File: config.mk
export PLATFORM = sky130hd
export DESIGN_NAME = mlpwm_gate
export DESIGN_NICKNAME = d
export VERILOG_FILES = /design/src/rtl/mlpwm_gate.sv
export SDC_FILE = /design/constraint.sdc
export NUM_CORES = 1
export LEC_CHECK = 0
export BUFFER_PORTS_ARGS = -buffer_cell sky130_fd_sc_hd__buf_2
export CORE_MARGIN = 5
export CORE_UTILIZATION = 45
export DETAILED_ROUTE_END_ITERATION = 10
export GPL_TIMING_DRIVEN = 1
export PLACE_DENSITY = 0.66
export SETUP_SLACK_MARGIN = 0.15
export SLEW_MARGIN = 20
export SYNTH_ARGS = -nofsm -noshare
export SYNTH_HDL_FRONTEND = slang
export SYNTH_SLANG_ARGS = --single-unit
File: constraint.sdc
create_clock -name clk -period 12.4 [get_ports clk]
set_input_delay 0.62 -clock clk [delete_from_list [all_inputs] [get_ports clk]]
set_output_delay 0.62 -clock clk [all_outputs]
set_load 0.01 [all_outputs]
File: src/rtl/mlpwm_gate.sv
module mlpwm_gate #(
  parameter int BAND  = 16,
  parameter int LUT_N = 16,
  parameter int MIW   = 8,
  parameter int DW    = 4,
  localparam int RW = $clog2(2*BAND+1) + 1,
  localparam int CW = $clog2(BAND+1),
  localparam int PW = $clog2(LUT_N) + 2,
  localparam int IW = $clog2(LUT_N) + 1
) (
  input  logic                 clk,
  input  logic                 rst_n,
  input  logic [1:0]           mode,
  input  logic                 ref_sel,
  input  logic signed [RW-1:0] ext_ref,
  input  logic [MIW-1:0]       mod_idx,
  input  logic [DW-1:0]        dead_clks,
  output logic [5:0]           gate,
  output logic [2:0]           level
);

  // shared triangle count
  logic [CW-1:0] cnt;
  logic          up;

  always_ff @(posedge clk or negedge rst_n)
    if (!rst_n) begin
      cnt <= '0;
      up  <= 1'b1;
    end else if (up) begin
      cnt <= cnt + 1'b1;
      if (cnt == CW'(BAND-1)) up <= 1'b0;
    end else begin
      cnt <= cnt - 1'b1;
      if (cnt == CW'(1)) up <= 1'b1;
    end

  // internal sine
  logic [PW-1:0] sph;

  always_ff @(posedge clk or negedge rst_n)
    if (!rst_n) sph <= '0;
    else if (up && cnt == '0) sph <= sph + 1'b1;

  function automatic int qsin(int i);
    longint d, s, p;
    d = longint'(90) * i;
    s = longint'(180) * LUT_N;
    p = d * (s - d);
    return int'((longint'(8) * BAND * p) / (longint'(40500) * LUT_N * LUT_N - p));
  endfunction

  logic signed [RW-1:0] qtab [LUT_N+1];
  for (genvar i = 0; i <= LUT_N; i++) begin : g_tab
    assign qtab[i] = RW'(qsin(i));
  end

  wire [1:0]    quad = sph[PW-1:PW-2];
  wire [IW-1:0] roff = {1'b0, sph[PW-3:0]};
  wire [IW-1:0] idx  = quad[0] ? IW'(LUT_N) - roff : roff;
  wire signed [RW-1:0] mag   = qtab[idx];
  wire signed [RW-1:0] sin_v = quad[1] ? -mag : mag;

  logic signed [RW+MIW:0] prod;
  assign prod = sin_v * $signed({1'b0, mod_idx});
  wire signed [RW-1:0] ref_int = RW'(prod >>> MIW);
  wire signed [RW-1:0] ref_v   = ref_sel ? ext_ref : ref_int;
  wire signed [RW:0]   ref_x   = {ref_v[RW-1], ref_v};

  // carrier compare
  wire signed [RW:0] c_ext = $signed({{(RW+1-CW){1'b0}}, cnt});
  logic [3:0] hit;

  for (genvar k = 0; k < 4; k++) begin : g_car
    localparam logic signed [RW:0] BASE = (RW+1)'((k-2)*BAND);
    localparam logic signed [RW:0] TOP  = (RW+1)'(BAND);
    localparam bit ODD = (k % 2) == 1;
    localparam bit LOW = k < 2;
    logic flip;
    always_comb
      case (mode)
        2'd1:    flip = ODD;
        2'd2:    flip = LOW;
        default: flip = 1'b0;
      endcase
    wire signed [RW:0] car = BASE + (flip ? TOP - c_ext : c_ext);
    assign hit[k] = ref_x > car;
  end

  wire [2:0] tgt = 3'($countones(hit)) - 3'd2;

  function automatic logic [5:0] pat(logic [2:0] l);
    case (l)
      3'b010:  return 6'b100110;
      3'b001:  return 6'b100101;
      3'b111:  return 6'b011001;
      3'b110:  return 6'b011010;
      default: return 6'b010100;
    endcase
  endfunction

  // dead-time sequencer
  logic [2:0]    pend;
  logic [DW-1:0] dcnt;
  wire busy = dcnt != '0;
  wire want = (tgt != level) || (gate != pat(level));

  always_ff @(posedge clk or negedge rst_n)
    if (!rst_n) begin
      gate  <= '0;
      level <= '0;
      pend  <= '0;
      dcnt  <= '0;
    end else if (busy) begin
      dcnt <= dcnt - 1'b1;
      if (dcnt == DW'(1)) begin
        gate  <= pat(pend);
        level <= pend;
      end
    end else if (want) begin
      if (dead_clks == '0) begin
        gate  <= pat(tgt);
        level <= tgt;
      end else begin
        gate <= gate & pat(tgt);
        pend <= tgt;
        dcnt <= dead_clks;
      end
    end

endmodule

* Word-level counts from Yosys, hierarchy flattened
Memory sizes are Yosys's and may differ from the RTL's.
Index checks and enable logic that the tools add are counted.
** Word-level totals
- ROM bits :: 224
- Output and inout port bits :: 9
- Input port bits :: 24
- Bits in writable memories :: 0
- Memories kept :: 1
- Latch bits :: 0
- Word-level logic and storage cells :: 97
- Flip-flop bits (word level) :: 28
** Cells by class
- Eq/ne operators :: 21
- Order comparisons :: 5
- $add $sub $neg :: 14
- Div/mod/pow operators :: 0
- Multiplexer cells :: 32
- Shift-type cells :: 0
- Bitwise logic cells :: 4
- $mul :: 1
- Reductions and logical operators :: 12
** Memories
- (no name shown) :: words 32, width 7, rd ports 1, clocked after Yosys merged registers in 0, write ports 0, RTL line 61 : wire signed [RW-1:0] mag = qtab[idx];
** Operator list (count)
- case mux 6 bit (4 select lines) :: 3
- 2-to-1 mux 6 bit :: 7
- 2-to-1 mux 7 bit :: 4
- greater-than comparator 7 x 8 -> 1 bit :: 3
- 2-to-1 mux 8 bit :: 3
- == test 3 bit (second input constant) :: 6
- adder 6 x 8 -> 8 bit (first input constant) :: 2
- multiplier 7 x 9 -> 15 bit :: 1
- 2-to-1 mux 3 bit :: 4
- 2-to-1 mux 4 bit :: 3
- 2-to-1 mux 5 bit :: 2
- == test 3 x 1 -> 1 bit (second input constant) :: 3
- == test 3 x 2 -> 1 bit (second input constant) :: 3
- adder 5 x 8 -> 8 bit (first input constant) :: 1
- greater-than comparator 7 x 6 -> 1 bit :: 1
- negation 7 bit :: 1
- adder 6 x 1 -> 6 bit (second input constant) :: 1
- AND 6 bit :: 1
- >= comparator 6 bit (second input constant) :: 1
- 2-to-1 mux 1 bit :: 6
- != test 6 bit :: 1
- inverter 5 -> 6 bit :: 1
- AND reduction 3 bit :: 2
- subtractor 5 x 5 -> 6 bit (first input constant) :: 1
- other kinds (24) :: 28

* Depth between registers and ports, before layout
- Depth in word-level cells :: 23
- Depth in mapped cells :: 54
- Depth with buffers taken out :: 53

* Worst setup path before layout
Ideal clock, no wire load.
- Kind :: register to register
- Start point :: register sph[1]
- End point :: register gate[2]
- Path slack :: 1.459 ns
- Setup time :: 0.122 ns
- Cell stages (with the launch flop) :: 50
- Period minus slack after synthesis :: 10.941 ns
- Data required time :: 12.278 ns
- Buffers on the path :: 2
- Arrival time :: 10.819 ns
- Cell sequence :: dfrtp_1 buf_2 inv_1 ha_1 mux2i_1 inv_1 ha_1 o21ai_1 nor2_1 a21oi_1 ha_1 nand3b_2 o31ai_4 or2_2 fa_1 fa_1 inv_1 fa_1 (+14 left out) o21ai_0 o22a_1 maj3_1 o211ai_1 fa_1 inv_1 ha_1 inv_1 ha_1 clkbuf_1 nor4b_1 a21oi_1 nor3b_1 a31oi_1 a211o_1 o211ai_1 a21oi_1 o22a_1
** Between the ends
- Cells in the longest elaborated chain, start to end :: 23
- Elaborated cells between the ends (all ways) :: 34
- Classes of those cells :: 6 x add/sub; 1 x mul; 4 x order compare; 5 x eq/ne; 12 x mux; 2 x bitwise; 3 x reduce/logical; 1 x memory
** Ends and longest elaborated chain
- from (decl) :: RTL line 39 : logic [PW-1:0] sph;
- from (signal assigned) :: RTL line 43 : else if (up && cnt == '0) sph <= sph + 1'b1;
- subtractor 5 x 4 -> 5 bit :: RTL line 60 : wire [IW-1:0] idx = quad[0] ? IW'(LUT_N) - roff : roff;
- 2-to-1 mux 5 bit * :: RTL line 60
- inverter 5 -> 6 bit (not written as such) * :: RTL line 61
- memory (32 x 7 bit) *
- 2-to-1 mux 7 bit (not written as such) * (2 in series) :: RTL line 61
- negation 7 bit :: RTL line 62 : wire signed [RW-1:0] sin_v = quad[1] ? -mag : mag;
- 2-to-1 mux 7 bit * :: RTL line 62
- multiplier 7 x 9 -> 15 bit * :: RTL line 65 : assign prod = sin_v * $signed({1'b0, mod_idx});
- (+6 left out)
- case mux 6 bit (4 select lines) :: RTL line 93 : case (l)
- 2-to-1 mux 6 bit :: RTL line 121 : if (dead_clks == '0) begin
- 2-to-1 mux 6 bit :: RTL line 120 : end else if (want) begin
- 2-to-1 mux 6 bit :: RTL line 114 : end else if (busy) begin
- AND 6 bit :: RTL line 125 : gate <= gate & pat(tgt);
- 2-to-1 mux 6 bit :: RTL line 121
- 2-to-1 mux 6 bit :: RTL line 120
- 2-to-1 mux 6 bit :: RTL line 114
- to (signal assigned) :: RTL line 117 : gate <= pat(pend);
- to (signal assigned) :: RTL line 122 : gate <= pat(tgt);
- to (signal assigned) :: RTL line 125
- to (decl) :: RTL line 18 : output logic [5:0] gate,
Mark *: on every way between the ends. The rest lies on a longest branch, timed or not. The select of a mux whose other input is x is not followed.
A chain may end at the register's enable or synchronous reset.

* Final worst setup path
- Start point :: register sph[0]
- End point :: register gate[4]
The elaborated chain is that of the path after synthesis.

==> reports/qor.yml <==
finish:
  fillers: 983
  multiInputGateArea_um2: 3740
  layout.area.seq_um2: 704
  num_antenna_cells: 0
  final-instance-count-excl-fill: 729
  syn_to_final_growth_pct: 8.66
  nets: 719
  final_layout_size_suffix_gt1_frac: 0.115
worst_setup_path:
  crit_type: "reg2reg"
  critPathBufInv: 8
  cp.depth: 49
  endpoint_kind: "flop"
  critPathMaxFanout: 15
  crit_arrival_ns: 11.60
  critPathLaunchType: "flop"
  worstRegToRegCells: 49
  slowest_delay_ns: 0.54
  slowest_stage: "fa_1"
  cp.required_ns: 12.57
  critical-path-top-delay-family: "adder cells"
clocking:
  htreeDepth: 1
  clockRootBuffer: "clkbuf_8"
  clock-sinks: 28
  cts_inserted_buffers: 3
  cts_max_path_buffers: 2
  clk_pin_slew_ns: 0.10
  clk_latency_ns: 0.28
  cts_tree: "yes"
global_route:
  antenna_found_initial: 0
  grt_pass1_wl_mm: 18.0
  grt_overflow: 0
  grt_max_degree: 29
  first_global_vias: 3981
  grt_usage: 0.164
timing:
  setup_violations: 0
  fin_crit_ns: 11.43
  fin_skew_ns: 0.00475
  hold_viol: 0
  finalSetupTns_ns: 0
  max_clock_freq_ghz: 0.0875
  fin_crit_sh: 0.922
  rsz0062_at_grt: "false"
  worstMarginPinSlew_ns: 0.659
  slew_violations: 0
  slew_headroom: 0.561
yosys:
  yosysSeqAreaShare: 0.147
  ys_warn_count: 0
  synth_flop_cell: "dfrtp_1"
  ys_seq_elements: 28
  avgSynthCellArea_um2: 8.46
  netlist_instances: 565
  synth_area_um2: 4780
  synth_nets: 690
  synth_edf_count: 0
  async_flop_share: 1.00
  synth_cell_types: 65
place:
  portBuffers: 32
  dp.cells: 722
  gp_congestion: 0.854
  dp_hpwl_mm: 8.46
worst_hold_path:
  hp-class: "in2async"
route:
  vias: 3903
  drt_iter0_markers: 209
  vias_per_cell: 5.35
  ant_nets: 0
  routedWlPerCell_um: 13.9
  detail_route.first_pass.iterations: 5
  drc: 0
  wl_mm: 10.1
die:
  rows: 37
  dieArea_um2: 12800
  core_area_um2: 10300
  die_w_um: 113
  start_util: 0.463
  die_y_um: 113
  ios: 33
power:
  peakVddDrop_v: 0.000139
  p_leak_nw: 2.61
  power_density_nw_per_um2: 85.0
run_status:
  status: "complete, no violations"
run:
  cap_violations: 0
==> synthesized netlist by cell type (all sizes together), types with 3 or more instances <==
master | n | share of area
a31oi | 9 | 0.015
nor3 | 11 | 0.012
a21oi | 29 | 0.030
o211ai | 4 | 0.0063
nand2 | 49 | 0.038
or3 | 4 | 0.0063
buf | 5 | 0.0076
o22a | 4 | 0.0073
nor2 | 29 | 0.023
mux2i | 10 | 0.021
and2 | 29 | 0.038
clkbuf | 10 | 0.0079
and4 | 3 | 0.0055
o21a | 6 | 0.0094
inv | 79 | 0.062
dfrtp | 27 | 0.14
nand4 | 5 | 0.0065
ha | 71 | 0.19
nand3 | 9 | 0.0094
nor2b | 8 | 0.010
a21o | 5 | 0.0079
fa | 30 | 0.13
o21ai | 21 | 0.023
nand2b | 10 | 0.013
and3 | 8 | 0.010
xnor2 | 27 | 0.049
nand3b | 5 | 0.0086
or2 | 3 | 0.0039
o31ai | 8 | 0.021
a211o | 3 | 0.0055
mux2 | 4 | 0.0094
xor2 | 7 | 0.014
maj3 | 3 | 0.0063
==> worst reg2reg max path: cells and delay by family (launching register included) <==
kind,cells,cell delay (ns)
compound gates,16,3.33
xor+xnor,2,0.46
fa+ha+maj,13,4.84
buf+inv,8,0.66
flops,1,0.53
mux,1,0.18
simple gates,9,1.32
==> layout make-up <==
type / count / area share
Tap cell: 136 / 0.0328
Inverter: 80 / 0.0578
Multi-Input combinational cell: 442 / 0.719
Timing Repair Buffer: 39 / 0.0409
Clock inverter: 1 / 0.00578
Sequential cell: 28 / 0.136
Clock buffer: 3 / 0.00795
==> placed cells by master, fill, tap and decap left out, drive strengths merged, types with 4 or more instances in the layout <==
cell / n
xnor2: 27
mux2: 4
a21o: 5
nand2b: 10
mux2i: 10
nand3: 9
ha: 71
nor3: 11
nand2: 49
nand4: 5
inv: 79
nor2b: 8
a31oi: 9
buf: 39
or3: 4
o22a: 4
o211ai: 4
nand3b: 5
xor2: 7
dfrtp: 27
and3: 8
o21ai: 21
nor2: 29
and2: 29
o31ai: 8
o21a: 6
fa: 30
a21oi: 29
==> routing by layer <==
| metal | vias to the layer above | track usage | share of wire |
|---|---|---|---|
| li1 | 1974 | - | - |
| met1 | 1873 | 0.218 | 0.46 |
| met2 | 50 | 0.298 | 0.51 |
| met3 | 6 | 0.0155 | 0.024 |
| met4 | 0 | 0.0184 | 0.0047 |
| met5 | - | 0 | 0 |
==> power by group <==
group / switching [mW] / internal [mW] / leakage [nW] / total [mW]
clock network: 0.0286 / 0.0432 / 0.0357 / 0.0718
registers: 0.0413 / 0.118 / 0.325 / 0.159
logic: 0.115 / 0.0955 / 2.25 / 0.211
total: 0.185 / 0.257 / 2.61 / 0.442
==> stage by stage <==
step	hold WS, ns	instance area [um2]	util	setup WS (ns)	total power [mW]
after floorplan	0.324	4780	-	1.46	0.306
after global placement	0.521	5070	0.491	0.643	0.364
after detailed placement	0.533	5070	0.491	0.403	0.370
after CTS	0.365	5140	0.498	0.352	0.443
after global routing	0.397	5190	0.503	0.148	0.480
final	0.344	5190	0.503	0.968	0.442
==> worst paths after layout <==
check / from / endpoint / slack, ns
worst max-delay path: sph[0] / gate[4] / 0.97
worst min-delay path: rst_n / gate[4] / 0.34
worst max register to register: sph[0] / gate[4] / 0.97
worst min register to register: dcnt[2] / dcnt[3] / 0.54
max in group asynchronous: rst_n / sph[1] / 11.63
min in group clk: dcnt[2] / dcnt[3] / 0.54
==> repair_timing <==
action / CTS / global route
resized for setup: 0 / 9
hold buffers: 0 / 0
buffers inserted: 0 / 3
endpoints found under the setup margin: 0 / 16
==> logic make-up after synthesis <==
group	count (synthesis)	share of synthesized area
simple gates	183	0.201
compound gates	107	0.162
fa+ha+maj	104	0.318
buf+inv	95	0.0782
xor+xnor	34	0.0639
flops	28	0.147
mux	14	0.0304
==> state kept, by name (all words and copies together) (netlist names) <==
name	cells
dcnt	4
up	1
cnt	5
level	3
gate	6
sph	6
pend	3
Note: power is estimated with default switching activity, not from simulation.
